**src/rtl/cal_rtc_pkg.sv**
```systemverilog
package cal_rtc_pkg;
  localparam int BUS_W   = 32;
  localparam int SEC_W   = 6;
  localparam int MIN_W   = 6;
  localparam int HOUR_W  = 5;
  localparam int DAY_W   = 5;
  localparam int MON_W   = 4;
  localparam int YEAR_W  = 7;
  localparam int CENT_W  = 5;

  localparam int SEC_POS  = 0;
  localparam int MIN_POS  = 8;
  localparam int HOUR_POS = 16;
  localparam int DAY_POS  = 24;
  localparam int MON_POS  = 0;
  localparam int YEAR_POS = 8;
  localparam int CENT_POS = 16;

  localparam int LANES  = 7;
  localparam int LANE_W = 7;
  localparam int SEL_W  = 3;

  localparam int RUN_BIT    = 0;
  localparam int UNLOCK_BIT = 1;

  typedef enum logic [SEL_W-1:0] {
    SEL_TOD    = 3'd0,
    SEL_CAL    = 3'd1,
    SEL_ALARM  = 3'd2,
    SEL_GAP    = 3'd3,
    SEL_CTRL   = 3'd4,
    SEL_ALSTAT = 3'd5,
    SEL_HI6    = 3'd6,
    SEL_HI7    = 3'd7
  } reg_sel_e;

  typedef struct packed {
    logic [DAY_W-1:0]  day;
    logic [HOUR_W-1:0] hour;
    logic [MIN_W-1:0]  minute;
    logic [SEC_W-1:0]  sec;
  } tod_t;

  typedef struct packed {
    logic [CENT_W-1:0] cent;
    logic [YEAR_W-1:0] year;
    logic [MON_W-1:0]  mon;
  } cal_t;

  function automatic logic [BUS_W-1:0] pack_tod(input tod_t t);
    logic [BUS_W-1:0] w;
    w = '0;
    w[DAY_POS  +: DAY_W]  = t.day;
    w[HOUR_POS +: HOUR_W] = t.hour;
    w[MIN_POS  +: MIN_W]  = t.minute;
    w[SEC_POS  +: SEC_W]  = t.sec;
    return w;
  endfunction

  function automatic logic [BUS_W-1:0] pack_cal(input cal_t c);
    logic [BUS_W-1:0] w;
    w = '0;
    w[CENT_POS +: CENT_W] = c.cent;
    w[YEAR_POS +: YEAR_W] = c.year;
    w[MON_POS  +: MON_W]  = c.mon;
    return w;
  endfunction

  function automatic tod_t unpack_tod(input logic [BUS_W-1:0] w);
    tod_t t;
    t.day    = w[DAY_POS  +: DAY_W];
    t.hour   = w[HOUR_POS +: HOUR_W];
    t.minute = w[MIN_POS  +: MIN_W];
    t.sec    = w[SEC_POS  +: SEC_W];
    return t;
  endfunction

  function automatic cal_t unpack_cal(input logic [BUS_W-1:0] w);
    cal_t c;
    c.cent = w[CENT_POS +: CENT_W];
    c.year = w[YEAR_POS +: YEAR_W];
    c.mon  = w[MON_POS  +: MON_W];
    return c;
  endfunction
endpackage

```
**src/rtl/cal_wrap_stage.sv**
```systemverilog
module cal_wrap_stage #(
  parameter int W = 7
) (
  input  logic [W-1:0] cur,
  input  logic [W-1:0] lo,
  input  logic [W-1:0] hi,
  input  logic         carry_in,
  output logic [W-1:0] nxt,
  output logic         carry_out
);
  logic at_top;
  assign at_top    = (cur >= hi);
  assign carry_out = carry_in & at_top;

  always_comb begin
    if (!carry_in)   nxt = cur;
    else if (at_top) nxt = lo;
    else             nxt = cur + W'(1);
  end
endmodule

```
**src/rtl/cal_month_days.sv**
```systemverilog
module cal_month_days #(
  parameter int MW = 4,
  parameter int YW = 7,
  parameter int DW = 5
) (
  input  logic [MW-1:0] mon,
  input  logic [YW-1:0] year,
  input  logic [1:0]    cent_lo,
  output logic [DW-1:0] days
);
  // century*100 is always a multiple of 4; only the year field decides
  // divisibility by 4, and a zero year reduces the 400 rule to century mod 4
  logic leap;
  assign leap = (year != '0) ? (year[1:0] == 2'b00) : (cent_lo == 2'b00);

  always_comb begin
    case (mon)
      MW'(2):                          days = leap ? DW'(29) : DW'(28);
      MW'(4), MW'(6), MW'(9), MW'(11): days = DW'(30);
      default:                         days = DW'(31);
    endcase
  end
endmodule

```
**src/rtl/cal_counter.sv**
```systemverilog
module cal_counter
  import cal_rtc_pkg::*;
(
  input  logic clk,
  input  logic rst_n,
  input  logic run,
  input  logic tick,
  input  logic ld_tod,
  input  logic ld_cal,
  input  tod_t tod_in,
  input  cal_t cal_in,
  output tod_t tod_q,
  output cal_t cal_q
);
  logic [LANE_W-1:0] lane_cur [LANES];
  logic [LANE_W-1:0] lane_lo  [LANES];
  logic [LANE_W-1:0] lane_hi  [LANES];
  logic [LANE_W-1:0] lane_nxt [LANES];
  logic              carry    [LANES+1];
  logic [DAY_W-1:0]  month_len;
  logic              step;
  tod_t              tod_nxt;
  cal_t              cal_nxt;

  cal_month_days #(.MW(MON_W), .YW(YEAR_W), .DW(DAY_W)) u_mdays (
    .mon     (cal_q.mon),
    .year    (cal_q.year),
    .cent_lo (cal_q.cent[1:0]),
    .days    (month_len)
  );

  // lane order is the carry order: sec, min, hour, day, month, year, century
  always_comb begin
    lane_cur[0] = LANE_W'(tod_q.sec);
    lane_cur[1] = LANE_W'(tod_q.minute);
    lane_cur[2] = LANE_W'(tod_q.hour);
    lane_cur[3] = LANE_W'(tod_q.day);
    lane_cur[4] = LANE_W'(cal_q.mon);
    lane_cur[5] = LANE_W'(cal_q.year);
    lane_cur[6] = LANE_W'(cal_q.cent);
    lane_lo[0] = '0;  lane_hi[0] = LANE_W'(59);
    lane_lo[1] = '0;  lane_hi[1] = LANE_W'(59);
    lane_lo[2] = '0;  lane_hi[2] = LANE_W'(23);
    lane_lo[3] = LANE_W'(1); lane_hi[3] = LANE_W'(month_len);
    lane_lo[4] = LANE_W'(1); lane_hi[4] = LANE_W'(12);
    lane_lo[5] = '0;  lane_hi[5] = LANE_W'(99);
    lane_lo[6] = '0;  lane_hi[6] = LANE_W'((1 << CENT_W) - 1);
  end

  assign step     = run & tick & ~(ld_tod | ld_cal);
  assign carry[0] = step;

  for (genvar i = 0; i < LANES; i++) begin : g_lane
    cal_wrap_stage #(.W(LANE_W)) u_stage (
      .cur       (lane_cur[i]),
      .lo        (lane_lo[i]),
      .hi        (lane_hi[i]),
      .carry_in  (carry[i]),
      .nxt       (lane_nxt[i]),
      .carry_out (carry[i+1])
    );
  end

  always_comb begin
    tod_nxt.sec    = lane_nxt[0][SEC_W-1:0];
    tod_nxt.minute = lane_nxt[1][MIN_W-1:0];
    tod_nxt.hour   = lane_nxt[2][HOUR_W-1:0];
    tod_nxt.day    = lane_nxt[3][DAY_W-1:0];
    cal_nxt.mon    = lane_nxt[4][MON_W-1:0];
    cal_nxt.year   = lane_nxt[5][YEAR_W-1:0];
    cal_nxt.cent   = lane_nxt[6][CENT_W-1:0];
  end

  logic unused_lane_bits;
  assign unused_lane_bits = ^{lane_nxt[0][LANE_W-1:SEC_W], lane_nxt[1][LANE_W-1:MIN_W],
                              lane_nxt[2][LANE_W-1:HOUR_W], lane_nxt[3][LANE_W-1:DAY_W],
                              lane_nxt[4][LANE_W-1:MON_W], lane_nxt[6][LANE_W-1:CENT_W],
                              carry[LANES]};

  always_ff @(posedge clk) begin
    if (!rst_n) begin
      tod_q <= '0;
      cal_q <= '0;
    end else if (ld_tod || ld_cal) begin
      if (ld_tod) tod_q <= tod_in;
      if (ld_cal) cal_q <= cal_in;
    end else if (step) begin
      tod_q <= tod_nxt;
      cal_q <= cal_nxt;
    end
  end

  // stopped clock with no load keeps both words
  a_r7_hold_stopped: assert property (@(posedge clk) disable iff (!rst_n)
    (!run && !ld_tod && !ld_cal) |=> ($stable(tod_q) && $stable(cal_q)));

  // second wraps to zero after 59
  a_r8_sec_wrap: assert property (@(posedge clk) disable iff (!rst_n)
    (run && tick && !ld_tod && !ld_cal && tod_q.sec == SEC_W'(59)) |=> (tod_q.sec == '0));

  // a legal month stays legal across a step
  a_r9_month_range: assert property (@(posedge clk) disable iff (!rst_n)
    (run && tick && !ld_tod && !ld_cal && cal_q.mon >= MON_W'(1) && cal_q.mon <= MON_W'(12))
    |=> (cal_q.mon >= MON_W'(1) && cal_q.mon <= MON_W'(12)));

  // a time load leaves the date untouched even on a tick, and the reverse
  a_r12_tod_load_wins: assert property (@(posedge clk) disable iff (!rst_n)
    (ld_tod && !ld_cal) |=> $stable(cal_q));
  a_r12_cal_load_wins: assert property (@(posedge clk) disable iff (!rst_n)
    (ld_cal && !ld_tod) |=> $stable(tod_q));
endmodule

```
**src/rtl/cal_bus_regs.sv**
```systemverilog
module cal_bus_regs
  import cal_rtc_pkg::*;
#(
  parameter int ADDR_W = 3
) (
  input  logic              clk,
  input  logic              rst_n,
  input  logic              bus_sel,
  input  logic              bus_wr,
  input  logic [ADDR_W-1:0] bus_waddr,
  input  logic [BUS_W-1:0]  bus_wdata,
  input  tod_t              tod_cur,
  input  cal_t              cal_cur,
  output logic              run,
  output logic              unlock,
  output logic              ld_tod,
  output logic              ld_cal,
  output tod_t              tod_wr,
  output cal_t              cal_wr,
  output logic [BUS_W-1:0]  bus_rdata
);
  logic       hit;
  reg_sel_e   sel;
  logic       wr_acc;
  logic [1:0] ctrl_q;

  if (ADDR_W > SEL_W) begin : g_wide
    assign hit = (bus_waddr[ADDR_W-1:SEL_W] == '0);
  end else begin : g_exact
    assign hit = 1'b1;
  end

  assign sel    = reg_sel_e'(bus_waddr[SEL_W-1:0]);
  assign wr_acc = bus_sel & bus_wr & hit;

  always_ff @(posedge clk) begin
    if (!rst_n)                           ctrl_q <= '0;
    else if (wr_acc && sel == SEL_CTRL)   ctrl_q <= {bus_wdata[UNLOCK_BIT], bus_wdata[RUN_BIT]};
  end

  assign run    = ctrl_q[0];
  assign unlock = ctrl_q[1];
  assign ld_tod = wr_acc && (sel == SEL_TOD) && unlock;
  assign ld_cal = wr_acc && (sel == SEL_CAL) && unlock;
  assign tod_wr = unpack_tod(bus_wdata);
  assign cal_wr = unpack_cal(bus_wdata);

  logic unused_wdata;
  assign unused_wdata = ^bus_wdata;

  always_comb begin
    bus_rdata = '0;
    if (bus_sel && !bus_wr && hit) begin
      case (sel)
        SEL_TOD:  bus_rdata = pack_tod(tod_cur);
        SEL_CAL:  bus_rdata = pack_cal(cal_cur);
        SEL_CTRL: bus_rdata = BUS_W'({unlock, run});
        default:  bus_rdata = '0;
      endcase
    end
  end

  // a control write always lands
  a_r3_ctrl_write: assert property (@(posedge clk) disable iff (!rst_n)
    (bus_sel && bus_wr && hit && sel == SEL_CTRL)
    |=> ({unlock, run} == {$past(bus_wdata[UNLOCK_BIT]), $past(bus_wdata[RUN_BIT])}));
endmodule

```
**src/rtl/cal_rtc.sv**
```systemverilog
module cal_rtc
  import cal_rtc_pkg::*;
#(
  parameter int ADDR_W = 3
) (
  input  logic              clk,
  input  logic              rst_n,
  input  logic              sec_tick,
  input  logic              bus_sel,
  input  logic              bus_wr,
  input  logic [ADDR_W-1:0] bus_waddr,
  input  logic [31:0]       bus_wdata,
  output logic [31:0]       bus_rdata
);
  logic run, unlock, ld_tod, ld_cal;
  tod_t tod_wr, tod_cur;
  cal_t cal_wr, cal_cur;

  cal_bus_regs #(.ADDR_W(ADDR_W)) u_regs (
    .clk       (clk),
    .rst_n     (rst_n),
    .bus_sel   (bus_sel),
    .bus_wr    (bus_wr),
    .bus_waddr (bus_waddr),
    .bus_wdata (bus_wdata),
    .tod_cur   (tod_cur),
    .cal_cur   (cal_cur),
    .run       (run),
    .unlock    (unlock),
    .ld_tod    (ld_tod),
    .ld_cal    (ld_cal),
    .tod_wr    (tod_wr),
    .cal_wr    (cal_wr),
    .bus_rdata (bus_rdata)
  );

  cal_counter u_count (
    .clk    (clk),
    .rst_n  (rst_n),
    .run    (run),
    .tick   (sec_tick),
    .ld_tod (ld_tod),
    .ld_cal (ld_cal),
    .tod_in (tod_wr),
    .cal_in (cal_wr),
    .tod_q  (tod_cur),
    .cal_q  (cal_cur)
  );

  // a counter write while locked and without a step leaves both words
  a_r6_locked_write: assert property (@(posedge clk) disable iff (!rst_n)
    (bus_sel && bus_wr && bus_waddr <= ADDR_W'(1) && !unlock && !(run && sec_tick))
    |=> ($stable(tod_cur) && $stable(cal_cur)));
endmodule

```
**config.mk**
```make
export PLATFORM = sky130hd
export DESIGN_NAME = cal_rtc
export DESIGN_NICKNAME = d
export VERILOG_FILES = /design/src/rtl/cal_rtc_pkg.sv /design/src/rtl/cal_wrap_stage.sv /design/src/rtl/cal_month_days.sv /design/src/rtl/cal_counter.sv /design/src/rtl/cal_bus_regs.sv /design/src/rtl/cal_rtc.sv
export SDC_FILE = /design/constraint.sdc
export NUM_CORES = 1
export LEC_CHECK = 0
export BUFFER_PORTS_ARGS = -buffer_cell sky130_fd_sc_hd__buf_2
export CAP_MARGIN = 5
export CORE_MARGIN = 3
export CORE_UTILIZATION = 40
export CTS_BUF_LIST = sky130_fd_sc_hd__clkbuf_8
export CTS_CLUSTER_DIAMETER = 40
export DETAILED_ROUTE_END_ITERATION = 8
export HOLD_SLACK_MARGIN = 0.1
export PLACE_DENSITY_LB_ADDON = 0.2
export SLEW_MARGIN = 20
export SYNTH_ARGS = -nofsm -noshare
export SYNTH_HDL_FRONTEND = slang
export SYNTH_SLANG_ARGS = --single-unit
export TNS_END_PERCENT = 50
```
**constraint.sdc**
```tcl
create_clock -name clk -period 4.1 [get_ports clk]
set_clock_uncertainty 0.1 [all_clocks]
set_input_delay 0.82 -clock clk [delete_from_list [all_inputs] [get_ports clk]]
set_output_delay 0.82 -clock clk [all_outputs]
set_load 0.01 [all_outputs]
```
After elaboration in Yosys (flattened, before gate mapping)
Index checks and enable logic that the tools add are counted.

word-level totals
  register bits after elaboration = 40
  bits of input ports = 40
  output and inout port bits = 32
  word-level logic and storage cells = 93

cells by class
  $add $sub $neg = 7
  $lt $le $gt $ge = 7
  equality and inequality tests = 9
  multiplexer cells = 24
  bitwise logic cells = 11
  reductions and logical operators = 27

operators by type and width
  operator               count
  $pmux W29 S3           1
  $mux W22               3
  $mux W16               3
  $mux W32               1
  $mux W5                6
  $mux W6                3
  $reduce_and A3 Y1      6
  $add A5 B1 Y5 const B  3
  $mux W7                2
  $reduce_bool A2 Y1     7
  $add A6 B1 Y6 const B  2
  $ge A6 B6 Y1 const B   2
  $ge A5 B5 Y1 const B   2
  $and A1 B1 Y1          9
  $eq A4 B3 Y1 const B   2
  $eq A4 B4 Y1 const B   2
  $mux W4                2
  $add A7 B1 Y7 const B  1
  $ge A7 B7 Y1 const B   1
  $reduce_bool A7 Y1     1
  $logic_and A1 B1 Y1    6
  $ge A5 B5 Y1           1
  $add A4 B1 Y4 const B  1
  $eq A4 B2 Y1 const B   1
  other kinds (14)       17

Logic depth before layout (Yosys ltp)
Gate-level depths: netlist of run 1.

  depth in word-level cells = 15
  gate-level depth with buffers = 14
  gate-level depth less buffers = 13

Cells and area by module
A second synthesis of run 1 with hierarchy kept.

unflattened totals
  cell total of the unflattened synthesis = 752
  area total of the unflattened synthesis = 5795.6 um2

modules (own cells, without submodules)
  module          instances  cells each  area an instance (um2)  seq. area each (um2)
  cal_wrap_stage  7          61          415.4                   0.0
  cal_counter     1          202         1979.4                  760.7
  cal_bus_regs    1          111         818.3                   40.0
  cal_month_days  1          12          90.1                    0.0

Worst setup path after synthesis of run 1
Ideal clock, no wire load.

  kind = reg-to-reg
  from = register u_count.cal_q[6] (netlist bit)
  to = register u_count.cal_q[14] (netlist bit)
  library setup time = 116 ps
  data arrival time = 2790 ps
  slack = 1094 ps
  cell stages (with the launch flop) = 14
  buffers on the path = 1
  period minus slack after synthesis = 3006 ps
  cells stage by stage = dfxtp_1 or3_1 o41ai_1 a21oi_1 nor3_1 a21oi_1 ha_1 nand2b_1 a21oi_1 or2_1 clkbuf_1 o31ai_4 o311ai_1 o211a_1

on the way
  longest elaborated chain between the ends = 10

ends and longest elaborated chain
  item                              RTL line              RTL
  from (decl)                       cal_counter.sv:13     output cal_t cal_q
  from (signal assigned)            cal_counter.sv:86     if (ld_cal) cal_q <= cal_in;
  from (signal assigned)            cal_counter.sv:89     cal_q <= cal_nxt;
  $reduce_bool A7 Y1                cal_month_days.sv:14  assign leap = (year != '0) ? (year[1:0] == 2'b00) : (cent_lo == 2'b00);
  $mux W1                           cal_month_days.sv:14
  $mux W1                           cal_month_days.sv:18  MW'(2): days = leap ? DW'(29) : DW'(28);
  $pmux W2 S2                       cal_month_days.sv:17  case (mon)
  $ge A5 B5 Y1                      cal_wrap_stage.sv:12  assign at_top = (cur >= hi);
  $and A1 B1 Y1 (2 in series)       cal_wrap_stage.sv:13  assign carry_out = carry_in & at_top;
  $and A1 B1 Y1 (*)                 cal_wrap_stage.sv:13
  $reduce_bool A2 Y1 (no line) (*)  -
  $reduce_and A3 Y1 (no line) (*)   -

Every way passes the cells marked *; elsewhere a longest branch is shown, timed or not.
A chain may end at the register's enable or synchronous reset.

Worst setup path in the final report of run 1
Ends and elaborated chain as after synthesis.

==> summary.md, run 1 <==
| Metric | Value |
|---|---|
| First-pass GRT wire length | `12940 um` |
| CTS H-tree depth | `2` |
| Status | `complete, no violations` |
| Synth Cell Area | `~3000 um2` |
| Highest Clock Rate | `0.2951 GHz` |
| Grt met2 use | `29.36%` |
| Setup crit end kind | `flip-flop` |
| Int Pwr | `0.0005428 W` |
| Area contributors post-synth | `dfxtp_1 (26%), mux2i_1 (6.6%), ha_1 (6.1%)` |
| P&R area growth vs syn | `12.78%` |
| DR pass1 iterations | `4` |
| Buffers on Ports | `53` |
| Comb pwr share | `under 10%` |
| Via density | `5.572` |
| Actual slew at the worst max-slew pin | `approximately 0.67 ns` |
| Hold path start | `u_count.cal_q[8]` |
| Starting Density | `41.66%` |
| Share of layout cells above drive strength 1 | `19.20%` |
| Initial antenna violation count | `0` |
| CTS tree | `built` |
| Global Route Usage Sum | `18.51%` |
| Via count | `between 2000 and 3000` |
| Critical path arrival | `3.48 ns` |
| CTS Sinks | `40` |
| Final routed DRC violation total | `0` |
| RSZ-0062 raised after global routing | `no` |
| Clock power frac | `39.0%` |
| List of most frequent post-synthesis cells | `dfxtp_1 (40), nor2_1 (39), nand2_1 (34), mux2i_1 (20), a21oi_1 (19)` |
| Fin. max-slew vios | `0` |
| Synth cell types | `between 60 and 70` |
| Antenna fix cells | `0` |
| Min Hold Slack | `0.4194 ns` |
| Core ar. | `7331 um2` |
| Post-CTS Setup Bufs | `0` |
| Buf+Inv Stages, Crit Path | `0` |
| CP required | `4.19 ns` |
| Die W | `93.38 um` |
| Largest net degree at the start of global routing | `39` |
| Die area | `slightly below 9000 um2` |
| Max-cap violations | `0` |
| Final period util | `82.64%` |
| Finished Cell Area | `3445 um2` |
| GRT Max-Usage Layer | `met2` |
| PostCTS Resize Cnt | `0` |
| R2R Setup Slk | `0.71 ns` |
| Placed instance area | `around 3400 um2` |
| Net Sw Frac | `24.59%` |
| Layout Nets | `481` |
| Relative slew slack | `54.95%` |
| DIE HEIGHT | `between 90 and 100 um` |
| Worst skew pair latency | `0.30 ns` |
| Delay-heaviest family, CP | `compound AO/OA/AOI/OAI gates` |
| Reg2reg end | `u_count.cal_q[14]` |
| Final ANT Viol Nets | `0` |
| Met3 Usage GRT | `3.459%` |
| I/O pin cnt | `a little over 70` |
| Total Wirelength | `between 8000 and 9000 um` |
| Min Tclk post-route | `3.388 ns` |
| Syn avg cell area | `7.974 um2` |
| # hold bufs at CTS | `0` |
| # rows | `31` |
| Vias in the first global route | `roughly 2700` |
| Most common cell in the netlist | `dfxtp_1` |
| Number of synthesized flops with an enable pin | `0` |
| Final hold vios | `0` |
| Peak supply drop | `0.00009651 V` |
| CP Class | `reg2reg` |
| Worst path max stage delay | `0.50 ns` |
| Clock slew at reported path FFs | `0.08 ns` |
| Drt initial violations | `179` |
| Setup violations, final | `0` |
| Hold path depth | `2` |
| Async set or reset register ratio after synthesis | `0%` |
| Psw | `about 0.00018 W` |
| Most frequent CP cell | `a21oi_1` |
| Grt total ovfl | `0` |
| Power per Cell Area | `around 210 nW/um2` |
| Synthesized flop and latch total | `40` |
| Met1 usage | `25.66%` |
| Top FF cell, synth | `dfxtp_1` |
| CP cell instances | `or3_1 -> o41ai_1 -> a21oi_1 -> nor3_1 -> a21oi_1 -> ha_1 -> nand2b_1 -> a21oi_1 -> or2_1 -> o31ai_4 -> o311ai_1 -> o211a_1` |
| Startpoint Class | `flip-flop` |
| Synthesis Warnings | `0` |
| Sequential fraction of the synthesis area | `26.22%` |
| Seq pwr share | `54.1%` |
| Critical-path maximum fanout | `10` |
| Synth top area share | `26.22%` |
| HPWL Detailed | `5870 um` |
| CTS buffer count | `5` |
| FF-to-FF Start | `u_count.cal_q[6]` |
| Mapped Cells | `383` |
| Leakage | `1.474 nW` |
| Root buffer cell | `clkbuf_8` |
| Placer congestion estimate | `0.8536` |
| Setup_tns | `0 ns` |
| Avg WL per Cell | `15.32 um` |
| Critical-path top delay cell | `o31ai_4` |
| Worst Hold Path EP | `u_count.cal_q[8]` |
| CTS Buffer Depth | `2` |
| Hold Crit Class | `reg2reg` |
| Area leader, netlist | `dfxtp_1` |
| Reg2reg path depth | `12` |
## logic make-up after synthesis
logic type | count (synthesis) | share of synthesized area, %
fa+ha+maj | 15 | 6.145
buf+inv | 41 | 6.555
flops | 40 | 26.22
other cells | 1 | 0.1228
simple gates | 147 | 24.62
mux | 20 | 6.555
xor+xnor | 5 | 1.434
compound gates | 114 | 28.35
## layer usage
metal / wire length (um) / part of all wire [%] / vias up
met5: 0 / 0 / -
li1: - / - / 1475
met3: 374 / 4.6 / 8
met4: 72 / 0.89 / 0
met2: 3660 / 45 / 67
met1: 3949 / 49 / 1381
## tightest hold or removal path: stages (launching register included)
cell     delay, ns
dfxtp_1       0.36
nand2_1       0.07
o21ai_1       0.05
## layout by cell type (no fill, tap or decap), drive strengths merged, types with 3 or more instances in the layout
cell    instances
buf            56
nor2           41
dfxtp          40
nand2          35
o21ai          22
mux2i          20
a21oi          20
nand3          16
ha             15
inv            13
o211a          11
nor2b          10
conb            9
nor3            7
and2            7
and3            7
nor3b           6
o211ai          6
a22oi           6
clkbuf          6
o31ai           6
o311ai          6
nand2b          5
a31oi           5
o21a            5
or2             5
xor2            4
a21boi          4
o41ai           3
nand3b          3
a211oi          3
a311oi          3
## cell type report
cell class | count | area (um2)
Multi-Input combinational cell | 310 | 2091
Clock inverter | 2 | 10.01
Inverter | 13 | 48.80
Tap cell | 99 | 123.9
Sequential cell | 40 | 800.8
Clock buffer | 6 | 82.58
Fill cell | 758 | 3886
Timing Repair Buffer | 56 | 287.8
## per-stage QoR
stage,power (W),worst slack (ns),instances,util [%]
floorplan,0.0004292,1.094,391,-
global placement,0.0004480,0.7298,518,45.72
detailed placement,0.0004484,0.7529,518,45.72
CTS,0.0007298,0.6836,526,46.99
global route,0.0007463,0.4637,526,46.99
finish,0.0007199,0.7118,526,46.99
## worst max-delay path by stage
stage / startpoint / endpoint / slack [ns] / depth (start not counted)
after floorplan: u_count.cal_q[6] / u_count.cal_q[14] / 1.09 / 13
final: u_count.cal_q[6] / u_count.cal_q[14] / 0.71 / 12
after CTS: u_count.cal_q[6] / u_count.cal_q[14] / 0.68 / 12
after detailed placement: u_count.cal_q[6] / u_count.cal_q[14] / 0.75 / 12
after global routing: u_count.cal_q[6] / u_count.cal_q[14] / 0.46 / 12
after global placement: u_count.cal_q[6] / u_count.cal_q[14] / 0.73 / 12
## power by group through the flow
stage	sequential, W	combinational, W	clock [W]
6_report	0.000390	0.0000498	0.000281
5_1_grt	0.000390	0.0000542	0.000302
4_1_cts	0.000390	0.0000499	0.000290
3_5_place_dp	0.000399	0.0000496	0
3_3_place_gp	0.000399	0.0000492	0
2_1_floorplan	0.000399	0.0000306	0
## state kept, by name (all words and copies together), names as in the netlist
signal	cells
u_count.cal_q	16
u_regs.ctrl_q	2
u_count.tod_q	22
(Power assumes the default switching activity.)
==> run 2: changes to the inputs <==
--- a/config.mk
+++ b/config.mk
@@ -5,6 +5,7 @@
 export SDC_FILE = /design/constraint.sdc
 export NUM_CORES = 1
 export LEC_CHECK = 0
+export ABC_AREA = 1
 export BUFFER_PORTS_ARGS = -buffer_cell sky130_fd_sc_hd__buf_2
 export CAP_MARGIN = 5
 export CORE_MARGIN = 3
==> constraint.sdc (replaced) <==
create_clock -name clk -period 3.3 [get_ports clk]
set_clock_uncertainty 0.1 [all_clocks]
set_input_delay 0.66 -clock clk [delete_from_list [all_inputs] [get_ports clk]]
set_output_delay 0.66 -clock clk [all_outputs]
set_load 0.01 [all_outputs]
==> summary.md, run 2 <==
| Metric | Value |
|---|---|
| Setup crit end kind | `primary output` |
| Via density | `5.094 (-8.6%)` |
| Final period util | `86.71%` |
| Core ar. | `7019 um2 (-4.2%)` |
| Status | `complete, no violations` |
| Starting Density | `42.55% (+0.89 points)` |
| Buffers on Ports | `53 (unchanged)` |
| Min Tclk post-route | `approximately 2.9 ns` |
| Xor and xnor fraction of the mapped netlist area | `3.519% (+2.1 points)` |
| Synthesized flop and latch total | `40 (unchanged)` |
| Power per Cell Area | `270.1 nW/um2 (+29%)` |
| Clock slew at reported path FFs | `0.08 ns (about the same)` |
| Async set or reset register ratio after synthesis | `0% (unchanged)` |
| Drt initial violations | `268 (+50%)` |
| Setup ws final | `0.4387 ns (-0.2731 ns)` |
| Placed instance area | `3299 um2 (-1.6%)` |
| Buf+Inv Stages, Crit Path | `5 (+5)` |
| Post-layout util | `48.38% (+1.4 points)` |
| HPWL Detailed | `6284 um (+7.0%)` |
| Final ANT Viol Nets | `0 (unchanged)` |
| Synth top area share | `26.81% (+0.59 points)` |
| Synth Cell Area | `2987 um2 (-2.2%)` |
| Max-cap violations | `0 (unchanged)` |
| Worst path max stage delay | `0.33 ns (-0.17 ns)` |
| RSZ-0062 raised after global routing | `no` |
| Main combinational cell family by area after synthesis | `simple AND/OR/NAND/NOR gates` |
| Syn avg cell area | `6.354 um2 (-20%)` |
| # rows | `30 (-3.2%)` |
| Startpoint Class | `input pin` |
| Relative slew slack | `59.38% (+4.4 points)` |
| DR pass1 iterations | `5 (+1)` |
| CTS Buffer Depth | `2 (unchanged)` |
| Most frequent CP cell | `inv_1` |
| Vias in the first global route | `2931 (+10%)` |
| Post-CTS Setup Bufs | `0 (unchanged)` |
| Avg WL per Cell | `13.69 um (-11%)` |
| CP required | `2.54 ns (-1.65 ns)` |
| Grt total ovfl | `0 (unchanged)` |
| Comb pwr share | `7.2% (+0.3 points)` |
| Pre-CTS setup slack | `0.4252 ns (-0.3277 ns)` |
| Die W | `92.41 um (-1.0%)` |
| Critical-path maximum fanout | `16 (+6)` |
| Sequential fraction of the synthesis area | `26.81% (+0.59 points)` |
| CTS tree | `built` |
| Root buffer cell | `clkbuf_8` |
| Max reg flops | `22 (unchanged)` |
| Layout Nets | `576 (+20%)` |
| Final hold vios | `0 (unchanged)` |
| P&R area growth vs syn | `13.70%` |
| PostCTS Resize Cnt | `0 (unchanged)` |
| Peak supply drop | `0.0001414 V (+47%)` |
| Pwr Total | `0.0009173 W (+27%)` |
| Largest register by flop count | `u_count.tod_q` |
| Commonest non-fill, non-tap cell in the layout | `nand2_1` |
| Critical path arrival | `2.10 ns (-1.38 ns)` |
| Synthesis Warnings | `0 (unchanged)` |
| Final routed DRC violation total | `0 (unchanged)` |
| Share of layout cells above drive strength 1 | `15.74% (-3.5 points)` |
| Top Registers | `u_count.tod_q x22, u_count.cal_q x16, u_regs.ctrl_q x2` |
| Finished Cell Area | `3396 um2 (-1.4%)` |
| Hold Crit Class | `reg2reg` |
| DIE HEIGHT | `92.41 um (-1.0%)` |
| Worst skew pair latency | `0.30 ns (about the same)` |
| Complex-gate fraction of the synthesized area | `20.36% (-8.0 points)` |
| Clock power frac | `39.8% (+0.8 points)` |
| Largest net degree at the start of global routing | `34 (-13%)` |
| Actual slew at the worst max-slew pin | `0.6093 ns (-0.05942 ns)` |
| # hold bufs at CTS | `0 (unchanged)` |
| Synth cell types | `39 (-39%)` |
| First-pass GRT wire length | `14410 um (+11%)` |
| Int Pwr | `0.0006923 W (+28%)` |
| CTS H-tree depth | `2 (unchanged)` |
| List of most frequent post-synthesis cells | `nand2_1 (106), nor2_1 (57), inv_1 (55), dfxtp_1 (40), o21ai_0 (39)` |
| Most frequent cells in the layout | `nand2_1 (106), nor2_1 (57), inv_1 (55)` |
| Area contributors post-synth | `dfxtp_1 (27%), nand2_1 (13%), nor2_1 (7.2%)` |
| Delay-heaviest family, CP | `buffers and inverters` |
| CP cell instances | `buf_2 -> nor2_2 -> inv_1 -> nor2_4 -> inv_1 -> o221ai_1 -> nand2_1 -> inv_1 -> buf_2` |
| Placer congestion estimate | `0.8591 (+0.64%)` |
| Post-synthesis mux area share | `0% (-6.6 points)` |
| Top FF cell, synth | `dfxtp_1` |
| Leakage | `1.609 nW (+9.2%)` |
| CTS buffer count | `5 (unchanged)` |
| Global Route Usage Sum | `20.60% (+2.1 points)` |
| Fillers | `789 (+4.1%)` |
| Net Sw Frac | `24.52% (-0.070 points)` |
| Antenna fix cells | `0 (unchanged)` |
| Via count | `3143 (+7.2%)` |
| I/O pin cnt | `72 (unchanged)` |
| Number of synthesized flops with an enable pin | `0 (unchanged)` |
| Psw | `0.0002249 W (+27%)` |
| Total Wirelength | `8446 um (+4.8%)` |
| Mapped Cells | `470 (+23%)` |
| Simple-Gate Fraction of Synth Area | `31.42% (+6.8 points)` |
| Setup violations, final | `0 (unchanged)` |
| CP Class | `in2out` |
| CTS Sinks | `40 (unchanged)` |
| Area share of fa/ha/maj cells after synthesis | `6.284% (+0.14 points)` |
| Area leader, netlist | `dfxtp_1` |
| Fin. max-slew vios | `0 (unchanged)` |
| Die area | `8540 um2 (-2.1%)` |
| Highest Clock Rate | `0.3495 GHz` |
| Critical-path top delay cell | `nor2_4` |
| Most common cell in the netlist | `nand2_1` |
| Setup_tns | `0 ns (unchanged)` |
| Initial antenna violation count | `0 (unchanged)` |
| Seq pwr share | `53.0% (-1.1 points)` |
## run 2: cell types whose count changed after synthesis, moves of 10 or more
cell     delta
inv_1      +42
o21ai_0    +21
nand3_1    +11
mux2i_1    -20
nand2_1    +72
a21oi_1    +19
o211a_1    -10
nor2_1     +18
## run 2: cell families (layout without fill, tap and decap cells)
group / after synthesis / in the layout
compound gates: 109 / 109
fa+ha+maj: 15 / 15
other cells: 1 / 9
simple gates: 216 / 216
flops: 40 / 40
buf+inv: 77 / 120
xor+xnor: 12 / 12
## run 2: power by group through the flow
stage                     Sequential (W)  Combinational [W]  Clock (W)
final                           0.000486          0.0000665   0.000365
after global routing            0.000487          0.0000738   0.000398
after CTS                       0.000486          0.0000663   0.000372
after detailed placement        0.000498          0.0000660          0
after global placement          0.000497          0.0000650          0
after floorplan                 0.000497          0.0000412          0
## run 2: path summary, 6_finish.rpt
kind,startpoint,to,slack (ns),depth (start not counted)
setup / recovery,bus_waddr[1],bus_rdata[0],0.44,9
hold / removal,u_regs.ctrl_q[0],u_regs.ctrl_q[0],0.41,2
setup reg to reg,u_count.cal_q[1],u_count.cal_q[6],0.61,13
hold reg to reg,u_regs.ctrl_q[0],u_regs.ctrl_q[0],0.41,2
## run 2: final cells by class
class | count | area (um2) | area share (%)
Clock buffer | 7 | 96.34 | 2.837
Inverter | 56 | 210.2 | 6.190
Multi-Input combinational cell | 361 | 1873 | 55.16
Sequential cell | 40 | 800.8 | 23.58
Tap cell | 96 | 120.1 | 3.537
Timing Repair Buffer | 57 | 295.3 | 8.696
## run 2: worst register-to-register path: stages, from the launching register on
cell	delay, ns
dfxtp_1	0.42
inv_1	0.11
ha_1	0.20
o21ai_0	0.18
nand2_1	0.07
a22oi_1	0.21
ha_1	0.26
o21ai_0	0.29
a21oi_4	0.11
nand4_2	0.13
nand2_4	0.15
inv_1	0.24
nor2_1	0.07
nor2_1	0.10
## run 2: per-stage QoR
| step | hold WS, ns | std cells |
|---|---|---|
| 2_1_floorplan | 0.3371 | 478 |
| 3_3_place_gp | 0.3534 | 610 |
| 3_5_place_dp | 0.3971 | 610 |
| 4_1_cts | 0.4093 | 617 |
| 5_1_grt | 0.4312 | 617 |
| 6_report | 0.4099 | 617 |
## run 2: layer usage
| metal | GRT usage, % | share of wire [%] | vias to the layer above |
|---|---|---|---|
| met2 | 33.17 | 46 | 67 |
| met3 | 3.249 | 4.1 | 9 |
| met1 | 28.64 | 49 | 1441 |
| met4 | 5.198 | 1.1 | 0 |
| met5 | 0 | 0 | - |
| li1 | - | - | 1626 |
==> run 3: changes to the inputs <==
--- a/config.mk
+++ b/config.mk
@@ -5,7 +5,6 @@
 export SDC_FILE = /design/constraint.sdc
 export NUM_CORES = 1
 export LEC_CHECK = 0
-export ABC_AREA = 1
 export BUFFER_PORTS_ARGS = -buffer_cell sky130_fd_sc_hd__buf_2
 export CAP_MARGIN = 5
 export CORE_MARGIN = 3
==> summary.md, run 3 (synthesized netlist as in run 1, its figures left out) <==
| Metric | Value |
|---|---|
| Max reg flops | `22 (unchanged)` |
| Leakage | `1.553 nW (-3.5%)` |
| Starting Density | `41.66% (-0.89 points)` |
| Avg WL per Cell | `15.45 um (+13%)` |
| Final routed DRC violation total | `0 (unchanged)` |
| Critical-path maximum fanout | `7 (-9)` |
| R2R Setup Slk | `0.25 ns (-0.36 ns)` |
| Most frequent cells in the layout | `buf_2 (53), dfxtp_1 (40), nor2_1 (38)` |
| Layout Nets | `494 (-14%)` |
| Setup crit end kind | `flip-flop` |
| Final ANT Viol Nets | `0 (unchanged)` |
| Worst path max stage delay | `0.40 ns (+0.07 ns)` |
| Buffers on Ports | `53 (unchanged)` |
| Die W | `93.38 um (+1.0%)` |
| CP required | `3.38 ns (+0.84 ns)` |
| Initial antenna violation count | `0 (unchanged)` |
| Power per Cell Area | `269.0 nW/um2 (-0.42%)` |
| P&R area growth vs syn | `16.92%` |
| Grt total ovfl | `0 (unchanged)` |
| HPWL Detailed | `6106 um (-2.8%)` |
| Hold path start | `u_count.tod_q[21]` |
| First-pass GRT wire length | `13500 um (-6.3%)` |
| Actual slew at the worst max-slew pin | `0.6692 ns (+0.05986 ns)` |
| Critical path arrival | `3.14 ns (+1.04 ns)` |
| Min Tclk post-route | `3.051 ns (+0.1898 ns)` |
| Placed instance area | `3435 um2 (+4.1%)` |
| CTS H-tree depth | `2 (unchanged)` |
| Worst Hold Path EP | `u_count.tod_q[21]` |
| Antenna fix cells | `0 (unchanged)` |
| Top Registers | `u_count.tod_q x22, u_count.cal_q x16, u_regs.ctrl_q x2` |
| Status | `complete, no violations` |
| CP Class | `reg2reg` |
| I/O pin cnt | `72 (unchanged)` |
| Reg2reg end | `u_count.cal_q[9]` |
| Final period util | `92.46% (+5.8 points)` |
| CTS buffer count | `5 (unchanged)` |
| DR pass1 iterations | `4 (-1)` |
| Vias in the first global route | `2751 (-6.1%)` |
| CP cell instances | `or3_1 -> o41ai_2 -> a21oi_1 -> nor3_1 -> a21oi_1 -> ha_1 -> nand2b_1 -> a21oi_1 -> or2_4 -> o31a_1 -> buf_4 -> a21oi_1 -> o21ai_0` |
| Global Route Usage Sum | `19.27% (-1.3 points)` |
| Placer congestion estimate | `0.8724 (+1.5%)` |
| Hold Crit Class | `reg2reg` |
| Finished Cell Area | `3571 um2 (+5.2%)` |
| Setup violations, final | `0 (unchanged)` |
| CP startpoint | `u_count.cal_q[6]` |
| FF-to-FF Start | `u_count.cal_q[6]` |
| DIE HEIGHT | `93.38 um (+1.0%)` |
| # rows | `31 (+3.3%)` |
| RSZ-0062 raised after global routing | `no` |
| Commonest non-fill, non-tap cell in the layout | `buf_2` |
| Share of layout cells above drive strength 1 | `22.05% (+6.3 points)` |
| Startpoint Class | `flip-flop` |
| CTS Sinks | `40 (unchanged)` |
| Die area | `8720 um2 (+2.1%)` |
| Hold path depth | `2 (unchanged)` |
| Via density | `5.566 (+9.3%)` |
| Setup_tns | `0 ns (unchanged)` |
| Clock slew at reported path FFs | `0.09 ns (about the same)` |
| Root buffer cell | `clkbuf_8` |
| Most frequent CP cell | `a21oi_1` |
| Final hold vios | `0 (unchanged)` |
| Pwr Total | `0.0009606 W (+4.7%)` |
| Largest register by flop count | `u_count.tod_q` |
| Largest net degree at the start of global routing | `31 (-8.8%)` |
| Via count | `3000 (-4.5%)` |
| Peak supply drop | `0.0001834 V (+30%)` |
| Worst skew pair latency | `0.31 ns (about the same)` |
| Drt initial violations | `156 (-42%)` |
| CTS tree | `built` |
| Critical-path top delay cell | `or3_1` |
| Highest Clock Rate | `0.3278 GHz (-6.2%)` |
| Reg2reg path depth | `13 (unchanged)` |
| Fin. max-slew vios | `0 (unchanged)` |
| Max-cap violations | `0 (unchanged)` |
| Total Wirelength | `8325 um (-1.4%)` |
| Core ar. | `7331 um2 (+4.4%)` |
| CTS Buffer Depth | `2 (unchanged)` |
| Relative slew slack | `54.92% (-4.5 points)` |
run 3: cell count changes in the layout (fill, tap and decap cells not counted), moves of 11 or more:
cell,previous run,this run
mux2i_1,0,20
a21oi_1,38,19
o21ai_0,39,18
nor2_1,57,38
buf_4,4,16
nand3_1,26,15
inv_1,55,13
nand2_1,106,34
run 3: worst max-delay path, delay by kind of cell (launching register included):
family | cells | cell delay (ns)
buffers and inverters | 1 | 0.17
and+or+nand+nor | 4 | 0.95
DFF | 1 | 0.33
AOI/OAI and AO/OA | 7 | 1.07
adders and majority gates | 1 | 0.29
run 3: layout make-up:
cell class / instances / area [um2]
sequential: 40 / 800.8
inverter: 13 / 48.80
multi-input combinational: 310 / 2101
timing repair buffer: 69 / 385.4
clock inverter: 3 / 42.54
clock buffer: 5 / 68.82
tap: 99 / 123.9
fill: 727 / 3760
run 3: where the power goes:
group / internal, W / switching, W
Sequential: 0.000483 / 0.00000106
Combinational: 0.0000244 / 0.0000376
Clock: 0.000224 / 0.000190
run 3: per-layer routing:
metal,GRT usage (%),wire [um],vias up
li1,-,-,1502
met1,26.76,3996,1395
met2,30.91,3754,93
met3,3.218,464,10
met4,5.006,108,0
met5,0,0,-
run 3: worst max-delay path by stage:
stage                        end  slack, ns  cells after the start
6_report        u_count.cal_q[9]       0.25                     13
3_5_place_dp    u_count.cal_q[5]       0.15                     12
3_3_place_gp    u_count.cal_q[4]       0.12                     12
4_1_cts         u_count.cal_q[5]        0.1                     12
5_1_grt         u_count.cal_q[5]       0.06                     12
2_1_floorplan  u_count.cal_q[14]       0.29                     13
run 3: per-stage QoR:
stage	worst slack [ns]	utilization [%]	std cells	hold WS, ns
after detailed placement	0.1480	46.85	529	0.3885
after floorplan	0.2935	-	391	0.3600
after global routing	0.06396	48.71	539	0.4671
after global placement	0.1207	46.85	529	0.3871
after CTS	0.09552	48.37	537	0.4032
final	0.2489	48.71	539	0.4224
run 3: repair_timing:
action | CTS | global route
hold buffers | 0 | 0
setup buffers | 0 | 2
endpoints found under the setup margin | 0 | 12
resized for setup | 0 | 2
